## config.mk

```make
export PLATFORM = sky130hd
export DESIGN_NAME = irq_gate_ctrl
export DESIGN_NICKNAME = d
export VERILOG_FILES = /design/src/rtl/irq_gate_pkg.sv /design/src/rtl/irq_reset_ctl.sv /design/src/rtl/irq_src_bank.sv /design/src/rtl/irq_pick.sv /design/src/rtl/irq_gate_ctrl.sv
export SDC_FILE = /design/constraint.sdc
export NUM_CORES = 1
export LEC_CHECK = 0
export ABC_CLOCK_PERIOD_IN_PS = 1500
export CAP_MARGIN = 20
export CORE_ASPECT_RATIO = 0.75
export CORE_MARGIN = 8
export CORE_UTILIZATION = 45
export DETAILED_ROUTE_END_ITERATION = 8
export PLACE_DENSITY_LB_ADDON = 0.08
export SLEW_MARGIN = 20
export SYNTH_ARGS = -nofsm -noshare
export SYNTH_HDL_FRONTEND = slang
export SYNTH_HIERARCHICAL = 1
export SYNTH_SLANG_ARGS = --single-unit
```

## constraint.sdc

```tcl
create_clock -name clk -period 1.5 [get_ports clk]
set_input_delay 0.15 -clock clk [delete_from_list [all_inputs] [get_ports clk]]
set_output_delay 0.15 -clock clk [all_outputs]
set_load 0.01 [all_outputs]
```

## src/rtl/irq_gate_pkg.sv

```systemverilog
package irq_gate_pkg;

  typedef enum logic [2:0] {
    ADDR_MASK = 3'd0,
    ADDR_PEN  = 3'd1,
    ADDR_CEN  = 3'd2,
    ADDR_PEND = 3'd3,
    ADDR_RST  = 3'd4
  } reg_addr_e;

  localparam int unsigned RST_SYS_BIT  = 0;
  localparam int unsigned RST_CORE_BIT = 1;

endpackage

```

## src/rtl/irq_reset_ctl.sv

```systemverilog
module irq_reset_ctl (
  input  logic clk,
  input  logic rst_n,
  input  logic sys_req_w,
  input  logic core_req_w,
  output logic rst_ns,
  output logic sys_pulse,
  output logic core_pulse
);

  logic sync_q1, sync_q2;
  logic sys_d, core_d;

  always_ff @(posedge clk or negedge rst_n) begin
    if (!rst_n) begin
      sync_q1 <= 1'b0;
      sync_q2 <= 1'b0;
    end else begin
      sync_q1 <= 1'b1;
      sync_q2 <= sync_q1;
    end
  end

  assign rst_ns = sync_q2;

  always_comb begin
    sys_d  = sys_req_w;
    core_d = core_req_w;
  end

  always_ff @(posedge clk or negedge rst_ns) begin
    if (!rst_ns) begin
      sys_pulse  <= 1'b0;
      core_pulse <= 1'b0;
    end else begin
      sys_pulse  <= sys_d;
      core_pulse <= core_d;
    end
  end


  sys_pulse_once_chk: assert property (@(posedge clk) disable iff (!rst_ns)
    (sys_pulse && !sys_req_w) |=> !sys_pulse);


  core_pulse_once_chk: assert property (@(posedge clk) disable iff (!rst_ns)
    (core_pulse && !core_req_w) |=> !core_pulse);

endmodule

```

## src/rtl/irq_src_bank.sv

```systemverilog
module irq_src_bank #(
  parameter int unsigned N = 8
) (
  input  logic         clk,
  input  logic         rst_ns,
  input  logic         sys_clr,
  input  logic         pen_we,
  input  logic         cen_we,
  input  logic         pnd_we,
  input  logic [N-1:0] wdata,
  input  logic [N-1:0] evt,
  input  logic [N-1:0] ack_vec,
  output logic [N-1:0] pen,
  output logic [N-1:0] cen,
  output logic [N-1:0] pend,
  output logic [N-1:0] armed
);

  logic [N-1:0] pen_d, cen_d;
  logic [N-1:0] clr_vec;

  always_comb begin
    pen_d = pen;
    cen_d = cen;
    if (pen_we) pen_d = wdata;
    if (cen_we) cen_d = wdata;
    if (sys_clr) begin
      pen_d = '0;
      cen_d = '0;
    end
  end

  always_ff @(posedge clk or negedge rst_ns) begin
    if (!rst_ns) begin
      pen <= '0;
      cen <= '0;
    end else begin
      pen <= pen_d;
      cen <= cen_d;
    end
  end

  assign clr_vec = (pnd_we ? wdata : '0) | ack_vec;

  for (genvar i = 0; i < N; i++) begin : g_src
    logic pend_d;

    always_comb begin
      if (sys_clr)
        pend_d = 1'b0;
      else if (evt[i])
        pend_d = 1'b1;
      else if (clr_vec[i])
        pend_d = 1'b0;
      else
        pend_d = pend[i];
    end

    always_ff @(posedge clk or negedge rst_ns) begin
      if (!rst_ns) pend[i] <= 1'b0;
      else         pend[i] <= pend_d;
    end

    assign armed[i] = pend[i] & pen[i] & cen[i];


    evt_capture_chk: assert property (@(posedge clk) disable iff (!rst_ns)
      (evt[i] && !sys_clr) |=> pend[i]);


    ack_clear_chk: assert property (@(posedge clk) disable iff (!rst_ns)
      (ack_vec[i] && !evt[i]) |=> !pend[i]);
  end


  sys_clear_chk: assert property (@(posedge clk) disable iff (!rst_ns)
    sys_clr |=> (pen == '0 && cen == '0 && pend == '0));

endmodule

```

## src/rtl/irq_pick.sv

```systemverilog
module irq_pick #(
  parameter int unsigned N   = 8,
  parameter int unsigned IDW = (N > 1) ? $clog2(N) : 1
) (
  input  logic           clk,
  input  logic           rst_ns,
  input  logic [N-1:0]   req,
  output logic           valid,
  output logic [IDW-1:0] id
);

  always_comb begin
    valid = 1'b0;
    id    = '0;
    for (int i = N - 1; i >= 0; i--) begin
      if (req[i]) begin
        valid = 1'b1;
        id    = IDW'(i);
      end
    end
  end


  lowest_wins_chk: assert property (@(posedge clk) disable iff (!rst_ns)
    valid |-> (req[id] && ((req & ((N'(1) << id) - N'(1))) == '0)));


  none_idle_chk: assert property (@(posedge clk) disable iff (!rst_ns)
    (req == '0) |-> !valid);

endmodule

```

## src/rtl/irq_gate_ctrl.sv

```systemverilog
module irq_gate_ctrl
  import irq_gate_pkg::*;
#(
  parameter int unsigned N   = 8,
  parameter int unsigned IDW = (N > 1) ? $clog2(N) : 1
) (
  input  logic           clk,
  input  logic           rst_n,
  input  logic [N-1:0]   src_evt,
  input  logic           nmi_in,
  input  logic           hardfault_in,
  input  logic           reg_wr,
  input  logic [2:0]     reg_addr,
  input  logic [N-1:0]   reg_wdata,
  output logic [N-1:0]   reg_rdata,
  input  logic           irq_ack,
  output logic           cpu_req,
  output logic           irq_valid,
  output logic [IDW-1:0] irq_id
);

  logic         rst_ns;
  logic         sys_pulse, core_pulse;
  logic         wr_mask, wr_pen, wr_cen, wr_pnd, wr_rst;
  logic         mask_q, mask_d;
  logic [N-1:0] pen, cen, pend, armed, gated, ack_vec;

  always_comb begin
    wr_mask = reg_wr && (reg_addr == ADDR_MASK);
    wr_pen  = reg_wr && (reg_addr == ADDR_PEN);
    wr_cen  = reg_wr && (reg_addr == ADDR_CEN);
    wr_pnd  = reg_wr && (reg_addr == ADDR_PEND);
    wr_rst  = reg_wr && (reg_addr == ADDR_RST);
  end

  irq_reset_ctl u_rst (
    .clk        (clk),
    .rst_n      (rst_n),
    .sys_req_w  (wr_rst && reg_wdata[RST_SYS_BIT]),
    .core_req_w (wr_rst && reg_wdata[RST_CORE_BIT]),
    .rst_ns     (rst_ns),
    .sys_pulse  (sys_pulse),
    .core_pulse (core_pulse)
  );

  always_comb begin
    mask_d = mask_q;
    if (wr_mask) mask_d = reg_wdata[0];
    if (sys_pulse || core_pulse) mask_d = 1'b0;
  end

  always_ff @(posedge clk or negedge rst_ns) begin
    if (!rst_ns) mask_q <= 1'b0;
    else         mask_q <= mask_d;
  end

  assign ack_vec = (irq_ack && irq_valid) ? (N'(1) << irq_id) : '0;

  irq_src_bank #(.N(N)) u_bank (
    .clk     (clk),
    .rst_ns  (rst_ns),
    .sys_clr (sys_pulse),
    .pen_we  (wr_pen),
    .cen_we  (wr_cen),
    .pnd_we  (wr_pnd),
    .wdata   (reg_wdata),
    .evt     (src_evt),
    .ack_vec (ack_vec),
    .pen     (pen),
    .cen     (cen),
    .pend    (pend),
    .armed   (armed)
  );

  assign gated = mask_q ? '0 : armed;

  irq_pick #(.N(N), .IDW(IDW)) u_pick (
    .clk    (clk),
    .rst_ns (rst_ns),
    .req    (gated),
    .valid  (irq_valid),
    .id     (irq_id)
  );

  assign cpu_req = irq_valid | nmi_in | hardfault_in;

  always_comb begin
    reg_rdata = '0;
    case (reg_addr)
      ADDR_MASK: reg_rdata[0] = mask_q;
      ADDR_PEN:  reg_rdata    = pen;
      ADDR_CEN:  reg_rdata    = cen;
      ADDR_PEND: reg_rdata    = pend;
      default:   reg_rdata    = '0;
    endcase
  end


  mask_blocks_chk: assert property (@(posedge clk) disable iff (!rst_ns)
    mask_q |-> !irq_valid);


  core_keeps_en_chk: assert property (@(posedge clk) disable iff (!rst_ns)
    (core_pulse && !sys_pulse && !reg_wr) |=> ($stable(pen) && $stable(cen) && !mask_q));


  bypass_req_chk: assert property (@(posedge clk) disable iff (!rst_ns)
    (nmi_in || hardfault_in) |-> cpu_req);

endmodule

```

Yosys cells after proc, flatten, opt, wreduce, memory -nomap -nowiden

Cells that the tools add are included.

Register bits after elaboration: 29
Input bits: 25
Word-level logic and storage cells: 111

Reductions and logical operators: 21
Equal/unequal tests: 4
Bitwise logic cells: 19
Shifts and indexed selects: 1
Multiplexer cells: 51

Operator list:

| operator                                             | count |
|---|---|
| 2-to-1 mux 8 bit                                     | 7 |
| 2-to-1 mux 1 bit                                     | 34 |
| 2-to-1 mux 3 bit                                     | 8 |
| nonzero test 3 bit                                   | 8 |
| one-hot mux 7 bit (3 select lines)                   | 1 |
| AND 1 bit                                            | 16 |
| logical AND 1 bit                                    | 8 |
| bitwise OR 8 bit                                     | 1 |
| << shifter 1 x 3 -> 8 bit (first input constant)     | 1 |
| equality test 3 x 2 -> 1 bit (second input constant) | 2 |
| nonzero test 2 bit                                   | 3 |
| one-hot mux 1 bit (4 select lines)                   | 1 |
| equality test 3 x 1 -> 1 bit (second input constant) | 1 |
| equality test 3 bit (second input constant)          | 1 |
| logical NOT 3 bit                                    | 1 |
| bitwise OR 1 bit                                     | 2 |
| logical OR 1 bit                                     | 1 |

Longest topological paths before layout

Gate-level depths: netlist of the first run.

Depth after elaboration: 17
Depth in mapped cells: 10
Mapped depth without buffers: 10

Modules after synthesis

The synthesis of the first run kept the hierarchy.

By module, submodules not included:

| module        | cells an instance | instances | area an instance (um^2) |
|---|---|---|---|
| irq_src_bank  | 101               | 1         | 1041.0 |
| irq_gate_ctrl | 61                | 1         | 476.7 |
| irq_reset_ctl | 5                 | 1         | 103.8 |
| irq_pick      | 13                | 1         | 80.1 |

Least setup slack after synthesis of the first run

OpenSTA, ideal clock, no wires.

Path type: reg-to-reg
Start: register u_bank.cen[2]
End: register u_bank.pend[5]
Path buffers: 0
Arrival: 2.035 ns
Required time: 1.379 ns
Stages on the path, launching flop included: 9
Setup time: 0.121 ns
Setup slack: -0.656 ns
Path through: dfrtp_1 > and3_1 > nor2b_1 > o41ai_1 > nand2_1 > nor2_1 > inv_1 > a31oi_1 > nor2_1

Cells in the longest elaborated chain, start to end: 9
Elaborated cells between the ends (all ways): 13
Classes of those cells: 1 x shift; 8 x mux; 2 x bitwise; 2 x reduce/logical

RTL lines:

| what                                | RTL line            | text |
|---|---|---|
| start, declared                     | irq_src_bank.sv:14  | `output logic [N-1:0] cen,` |
| start signal, assigned              | irq_src_bank.sv:39  | `cen <= cen_d;` |
| AND 1 bit                           | irq_src_bank.sv:64  | `assign armed[i] = pend[i] & pen[i] & cen[i];` |
| named net armed[2]                  | irq_gate_ctrl.sv:26 | `logic [N-1:0] pen, cen, pend, armed, gated, ack_vec;` |
| 2-to-1 mux 8 bit                    | irq_gate_ctrl.sv:75 | `assign gated = mask_q ? '0 : armed;` |
| named net gated[2]                  | irq_gate_ctrl.sv:26 |  |
| 2-to-1 mux 3 bit (3 in series)      | irq_pick.sv:16      | `if (req[i]) begin` |
| named net irq_id[0]                 | irq_gate_ctrl.sv:19 | `output logic [IDW-1:0] irq_id` |
| << shifter 1 x 3 -> 8 bit           | irq_gate_ctrl.sv:57 | `assign ack_vec = (irq_ack && irq_valid) ? (N'(1) << irq_id) : '0;` |
| 2-to-1 mux 8 bit                    | irq_gate_ctrl.sv:57 |  |
| named net ack_vec[5]                | irq_gate_ctrl.sv:26 |  |
| bitwise OR 8 bit                    | irq_src_bank.sv:43  | `assign clr_vec = (pnd_we ? wdata : '0) \| ack_vec;` |
| nonzero test 3 bit (no source line) | -                   |  |
| end signal, assigned by index       | irq_src_bank.sv:61  | `else pend[i] <= pend_d;` |
| end, declared                       | irq_src_bank.sv:15  | `output logic [N-1:0] pend,` |

The timed path passes the listed nets, and every way through them passes these cells.
A chain may end at the register's enable or synchronous reset.

Final worst setup path of the first run

Start: register u_bank.cen[7]
End: output port cpu_req

Cells in the longest elaborated chain, start to end: 12

RTL lines:

| what                           | RTL line            | text |
|---|---|---|
| AND 1 bit                      | irq_src_bank.sv:64  |  |
| named net armed[7]             | irq_gate_ctrl.sv:26 |  |
| 2-to-1 mux 8 bit               | irq_gate_ctrl.sv:75 |  |
| named net gated[7]             | irq_gate_ctrl.sv:26 |  |
| 2-to-1 mux 1 bit (8 in series) | irq_pick.sv:16      |  |
| bitwise OR 1 bit (2 in series) | irq_gate_ctrl.sv:85 | `assign cpu_req = irq_valid \| nmi_in \| hardfault_in;` |
| end, declared                  | irq_gate_ctrl.sv:17 | `output logic cpu_req,` |

The timed path passes the listed nets, and every way through them passes these cells.

==> results.json, run 1 <==
{
  "ys.flop_type": "dfrtp_1",
  "cts.clk_slew.worst_paths_ns": 0.06,
  "n_antenna_cell": 0,
  "ant_nets": 0,
  "row_count": 19,
  "worstSetupPathType": "reg2out",
  "grt_pass1_wl_um": 9430,
  "cts_buffer_depth": 2,
  "cts_hold_buf": 0,
  "skew_ns": 0.00527,
  "cap_violations": 0,
  "ir_worst_vdd_v": 0.000674,
  "grt_pass1_vias": 1913,
  "cp-start-kind": "flip-flop",
  "syn_to_final_growth_pct": 69.1,
  "utilization": 0.791,
  "synth_cell_types": 31,
  "grt_usage": 0.199,
  "critPathCaptureType": "output pin",
  "syn_area_sq_mm": 0.00170,
  "synth_warnings": 6,
  "failed_checks": "setup timing",
  "rsz0062_at_grt": "true",
  "placed_cells": 309,
  "drive_gt1_frac": 0.429,
  "cp.buffers_inverters": 2,
  "htreeDepth": 2,
  "die_h_um": 69.3,
  "synth-seq-area-share": 0.426,
  "cp.required_ns": 1.35,
  "crit_fanout": 2,
  "syn_nets": 205,
  "place_congestion": 0.857,
  "root_buffer": "clkbuf_8",
  "arrival_ns": 2.03,
  "drv_slew": 0,
  "antenna_found_initial": 0,
  "totalPowerFinal_mw": 3.28,
  "reg2reg_depth": 12,
  "dp.final_hpwl_um": 3960,
  "drc": 0,
  "dieArea_sq_mm": 0.00603,
  "fin_crit_ns": 2.18,
  "overflow": 0,
  "outcome": "finished, violations left",
  "max_freq_ghz": 0.458,
  "vias": 1767,
  "cp_slowest_cell": "dfrtp_1",
  "cp_top_family": "simple AND/OR/NAND/NOR gates",
  "port_buffers": 37,
  "power_density_mw_per_mm2": 1140,
  "fin_area_sq_mm": 0.00288,
  "timing.rr.start": "mask_q",
  "p_leak_nw": 1.29,
  "dr.pass1.iters": 4,
  "synth_seq_cells": 29,
  "postRouteWirelength_um": 5970,
  "clock_sinks": 29,
  "final.period_utilization": 1.45,
  "synth.avg_cell_area_sq_um": 9.45,
  "critical-path-max-stage-delay_ns": 0.38,
  "grt_start_max_net_pins": 28,
  "finalSetupViolCount": 14,
  "clock_latency_ns": 0.28,
  "hold_violations": 0,
  "worstHoldPathType": "in2async",
  "avgViaCountPerCell": 5.32,
  "cp_cell_sequence": "and3_1 > nor2b_4 > nor4_4 > nand2_1 > buf_4 > or3_4 > buf_6",
  "synth-edff-count": 0,
  "ff2ff_setup_slack_ns": -0.63,
  "cts_buffers": 5,
  "final.setup.worst_slack_ns": -0.682,
  "worst_r2r_endpoint": "u_bank/pend[0]",
  "final_nets": 304,
  "tritoncts": "done",
  "ios": 38,
  "initial_core_util": 0.468,
  "synthArstFlopShare": 1.00,
  "placed_area_sq_mm": 0.00253,
  "wl_per_cell_um": 18.0,
  "synthCells": 180,
  "fp.dieW_um": 87.0,
  "core-area_sq_mm": 0.00364,
  "drtIter0Drc": 93,
  "final_cells": 332
}
-- cell type report --
class,count,area (sq um)
clock inverter,1,30.0
multi-input combinational,132,1080
timing repair buffer,102,856
tap,52,65.1
sequential,29,727
inverter,9,33.8
fill,246,759
clock buffer,7,86.3
-- kinds of logic (layout without fill, tap and decap cells) --
| family | count (synthesis) | count (layout) | share of synthesized area |
|---|---|---|---|
| other | 1 | 1 | 0.00220 |
| DFF | 29 | 29 | 0.426 |
| and+or+nand+nor | 79 | 79 | 0.251 |
| muxes | 25 | 25 | 0.155 |
| AOI/OAI and AO/OA | 27 | 27 | 0.101 |
| buffers and inverters | 19 | 119 | 0.0647 |
-- per-layer routing --
layer | GRT usage | vias to the layer above | wire length (um)
met5 | 0 | - | 0
met4 | 0.0743 | 0 | 68
met1 | 0.236 | 862 | 2600
li1 | - | 829 | -
met2 | 0.336 | 65 | 2970
met3 | 0.0485 | 11 | 339
-- where the power goes --
part	internal, mW	total, mW	switching (mW)
clock network	0.541	0.829	0.289
registers	0.905	0.984	0.0787
logic	0.815	1.47	0.653
-- registers in the layout, summed over array words and instances (netlist names) --
| signal | count |
|---|---|
| u_bank/cen | 8 |
| u_bank/pen | 8 |
| u_bank/pend | 8 |
| mask_q | 1 |
| u_rst/core_pulse | 1 |
| u_rst/rst_ns | 1 |
| u_rst/sync_q1 | 1 |
| u_rst/sys_pulse | 1 |
-- stage by stage --
| stage | setup slack (ns) | setup TNS, ns | hold WS [ns] |
|---|---|---|---|
| 6_report | -0.682 | -7.54 | 0.0277 |
| 5_1_grt | -0.739 | -8.65 | 0.0204 |
| 3_3_place_gp | -0.565 | -16.61 | 0.245 |
| 2_1_floorplan | -0.280 | -2.19 | -0.146 |
| 4_1_cts | -0.618 | -6.54 | 0.0242 |
| 3_5_place_dp | -0.612 | -17.94 | 0.248 |
-- cells in the mapped netlist (2+ instances only) --
cell type	number	area, sq um
a21oi_1	8	40.0
nor4bb_1	2	20.0
nand2_1	10	37.5
nor2b_1	11	68.8
nor2_1	33	124
buf_4	3	22.5
buf_2	4	20.0
a31oi_1	8	50.1
mux2i_1	23	230
and3_1	8	50.1
nor3b_1	2	15.0
dfrtp_1	29	726
nand2b_1	2	12.5
a211oi_1	8	60.1
and4_1	2	17.5
buf_6	3	33.8
nor3_1	2	10.0
inv_1	9	33.8
-- placed cells by master, fill, tap and decap left out, types with 2 or more instances in the layout --
master / Yosys / final
nand2_1: 10 / 9
buf_4: 3 / 56
nor3_2: 0 / 2
nor2b_2: 0 / 2
and3_4: 0 / 2
clkbuf_8: 0 / 6
mux2i_1: 23 / 23
buf_2: 4 / 9
dfrtp_1: 29 / 28
clkdlybuf4s50_1: 0 / 22
nor4_4: 0 / 2
nor3b_1: 2 / 2
a21oi_1: 8 / 7
nor2_1: 33 / 28
nor2b_1: 11 / 2
dlygate4sd2_1: 0 / 2
inv_1: 9 / 8
a211oi_1: 8 / 7
and3_1: 8 / 6
and4_1: 2 / 2
nor2_4: 0 / 2
nor4bb_4: 0 / 2
nor2b_4: 0 / 7
nor2_2: 0 / 3
a31oi_1: 8 / 6
a31oi_2: 0 / 2
buf_6: 3 / 10
-- worst max-delay path by stage --
stage / from / endpoint / depth (start not counted) / slack, ns
after floorplan: u_bank/cen[3] / u_bank/pend[7] / 9 / -0.28
final: u_bank/cen[7] / cpu_req / 7 / -0.68
after CTS: mask_q / cpu_req / 7 / -0.62
after detailed placement: u_bank/cen[7] / cpu_req / 6 / -0.61
after global placement: u_bank/cen[7] / cpu_req / 6 / -0.56
after global routing: u_bank/cen[7] / cpu_req / 7 / -0.74
-- timing repair --
action / CTS / global route
cloned: 0 / 0
setup buffers: 15 / 4
endpoints found under the setup margin: 37 / 23
resized for setup: 81 / 16
pin swaps: 14 / 8
(Power assumes the default switching activity.)
==> inputs of run 2 (changes only) <==
--- a/config.mk
+++ b/config.mk
@@ -13,3 +13,3 @@
 export DETAILED_ROUTE_END_ITERATION = 8
-export PLACE_DENSITY_LB_ADDON = 0.08
+export PLACE_DENSITY_LB_ADDON = 0.3
 export SLEW_MARGIN = 20
==> constraint.sdc (replaced) <==
create_clock -name clk -period 1.5 [get_ports clk]
set_input_delay 0.45 -clock clk [delete_from_list [all_inputs] [get_ports clk]]
set_output_delay 0.45 -clock clk [all_outputs]
set_load 0.01 [all_outputs]
==> run 2 against run 1 <==
The run still ends with setup timing left. Routed wire length is 48% higher. Clock skew hardly changed. Non-clock buffer count is 22 higher. Critical endpoint unchanged. Final area is 15% higher. Highest routed layer unchanged. Sequential share of layout area is 3.3 points lower. Via count is 20% higher.
==> results.json, run 2 (synthesized netlist as in run 1, its figures left out) <==
{
  "root_buffer": "clkbuf_8",
  "reg_top3": "u_bank/cen x8, u_bank/pen x8, u_bank/pend x8",
  "die_h_um": 69.3,
  "n_antenna_cell": 0,
  "cp_slowest_cell": "dfrtp_1",
  "grt_pass1_wl_um": 11500,
  "grt_start_max_net_pins": 28,
  "tns_ns": -12.53,
  "cp-start-kind": "flip-flop",
  "fin_area_sq_mm": 0.00331,
  "failed_checks": "setup timing",
  "cts_buffer_depth": 2,
  "drive_gt1_frac": 0.568,
  "p_leak_nw": 1.43,
  "cp_cell_sequence": "and3_4 > nor2b_4 > nor4_4 > nand2_1 > or3_4 > buf_6",
  "drv_slew": 0,
  "clock_sinks": 29,
  "fin_crit_ns": 2.49,
  "crit_fanout": 3,
  "antenna_found_initial": 0,
  "row_count": 19,
  "power_density_mw_per_mm2": 1080,
  "placed_cells": 314,
  "htreeDepth": 2,
  "cts_hold_buf": 0,
  "cts.clk_slew.worst_paths_ns": 0.06,
  "multi_input_area_sq_mm": 0.00124,
  "pre_cts_ws_ns": -1.09,
  "dieArea_sq_mm": 0.00603,
  "syn_to_final_growth_pct": 94.3,
  "outcome": "finished, violations left",
  "initial_core_util": 0.468,
  "max_freq_ghz": 0.402,
  "port_buffers": 37,
  "critical-path-max-stage-delay_ns": 0.40,
  "worstHoldPathType": "reg2async",
  "register_area_sq_um": 727,
  "arrival_ns": 2.04,
  "core-area_sq_mm": 0.00364,
  "clock_latency_ns": 0.29,
  "drc": 0,
  "critPathCaptureType": "output pin",
  "final_cells": 353,
  "hold_violations": 0,
  "cp.required_ns": 1.05,
  "utilization": 0.909,
  "cap_violations": 0,
  "cts_buffers": 5,
  "final_nets": 326,
  "rsz0062_at_grt": "true",
  "wl_per_cell_um": 25.0,
  "postRouteWirelength_um": 8810,
  "finalSetupViolCount": 27,
  "placed_area_sq_mm": 0.00261,
  "mostFrequentLayoutCells": "buf_4, dfrtp_1, buf_6",
  "worst_hold_slack_ns": 0.273,
  "dp.final_hpwl_um": 4170,
  "final.period_utilization": 1.66,
  "fillerInstances": 133,
  "final.setup.worst_slack_ns": -0.986,
  "drtIter0Drc": 198,
  "ios": 38,
  "worstSetupPathType": "reg2out",
  "fp.dieW_um": 87.0,
  "grt_usage": 0.249,
  "tritoncts": "done",
  "dr.pass1.iters": 5,
  "overflow": 0,
  "ir_worst_vdd_v": 0.000947,
  "place_congestion": 0.905,
  "grt_pass1_vias": 2200,
  "ant_nets": 0,
  "vias": 2117,
  "layout_commonest_cell": "buf_4",
  "totalPowerFinal_mw": 3.56,
  "skew_ns": 0.00504,
  "avgViaCountPerCell": 6.00
}
-- run 2: worst max-delay path: cells and delay by family (launching register included) --
family | cells | cell delay [ns]
simple gates | 5 | 1.20
buf+inv | 1 | 0.14
flops | 1 | 0.40
-- run 2: routing by layer --
layer	share of wire	vias to the layer above	global-route usage
met5	0	-	0
met4	0.060	0	0.171
met3	0.084	55	0.0686
met2	0.48	177	0.406
met1	0.37	1010	0.274
li1	-	875	-
-- run 2: final timing paths --
| path | startpoint | to | slack (ns) | cells after the start |
|---|---|---|---|---|
| min in group clk | u_rst/sync_q1 | u_rst/rst_ns | 0.40 | 0 |
| worst max register to register | u_bank/pend[2] | u_bank/pend[6] | -0.78 | 12 |
| max in group asynchronous | u_rst/rst_ns | mask_q | 0.94 | 1 |
| worst min-delay path | u_rst/rst_ns | u_bank/cen[3] | 0.27 | 1 |
| worst max-delay path | u_bank/pend[2] | cpu_req | -0.99 | 6 |
| worst min register to register | u_rst/rst_ns | u_bank/cen[3] | 0.27 | 1 |
-- run 2: timing repair --
item / CTS / global route
cloned: 1 / 1
setup buffers: 26 / 14
endpoints found under the setup margin: 38 / 37
pin swaps: 22 / 26
gates resized for setup: 111 / 55
-- run 2: final cells by class --
| cell class | instances | area share |
|---|---|---|
| Multi-Input combinational cell | 132 | 0.374 |
| Timing Repair Buffer | 124 | 0.350 |
| Sequential cell | 29 | 0.220 |
| Clock buffer | 7 | 0.0261 |
| Tap cell | 52 | 0.0197 |
| Inverter | 9 | 0.0102 |
-- run 2: where the power goes --
part | switching [mW] | internal (mW) | total, mW
registers | 0.103 | 0.906 | 1.01
clock network | 0.291 | 0.363 | 0.654
logic | 0.865 | 1.03 | 1.90
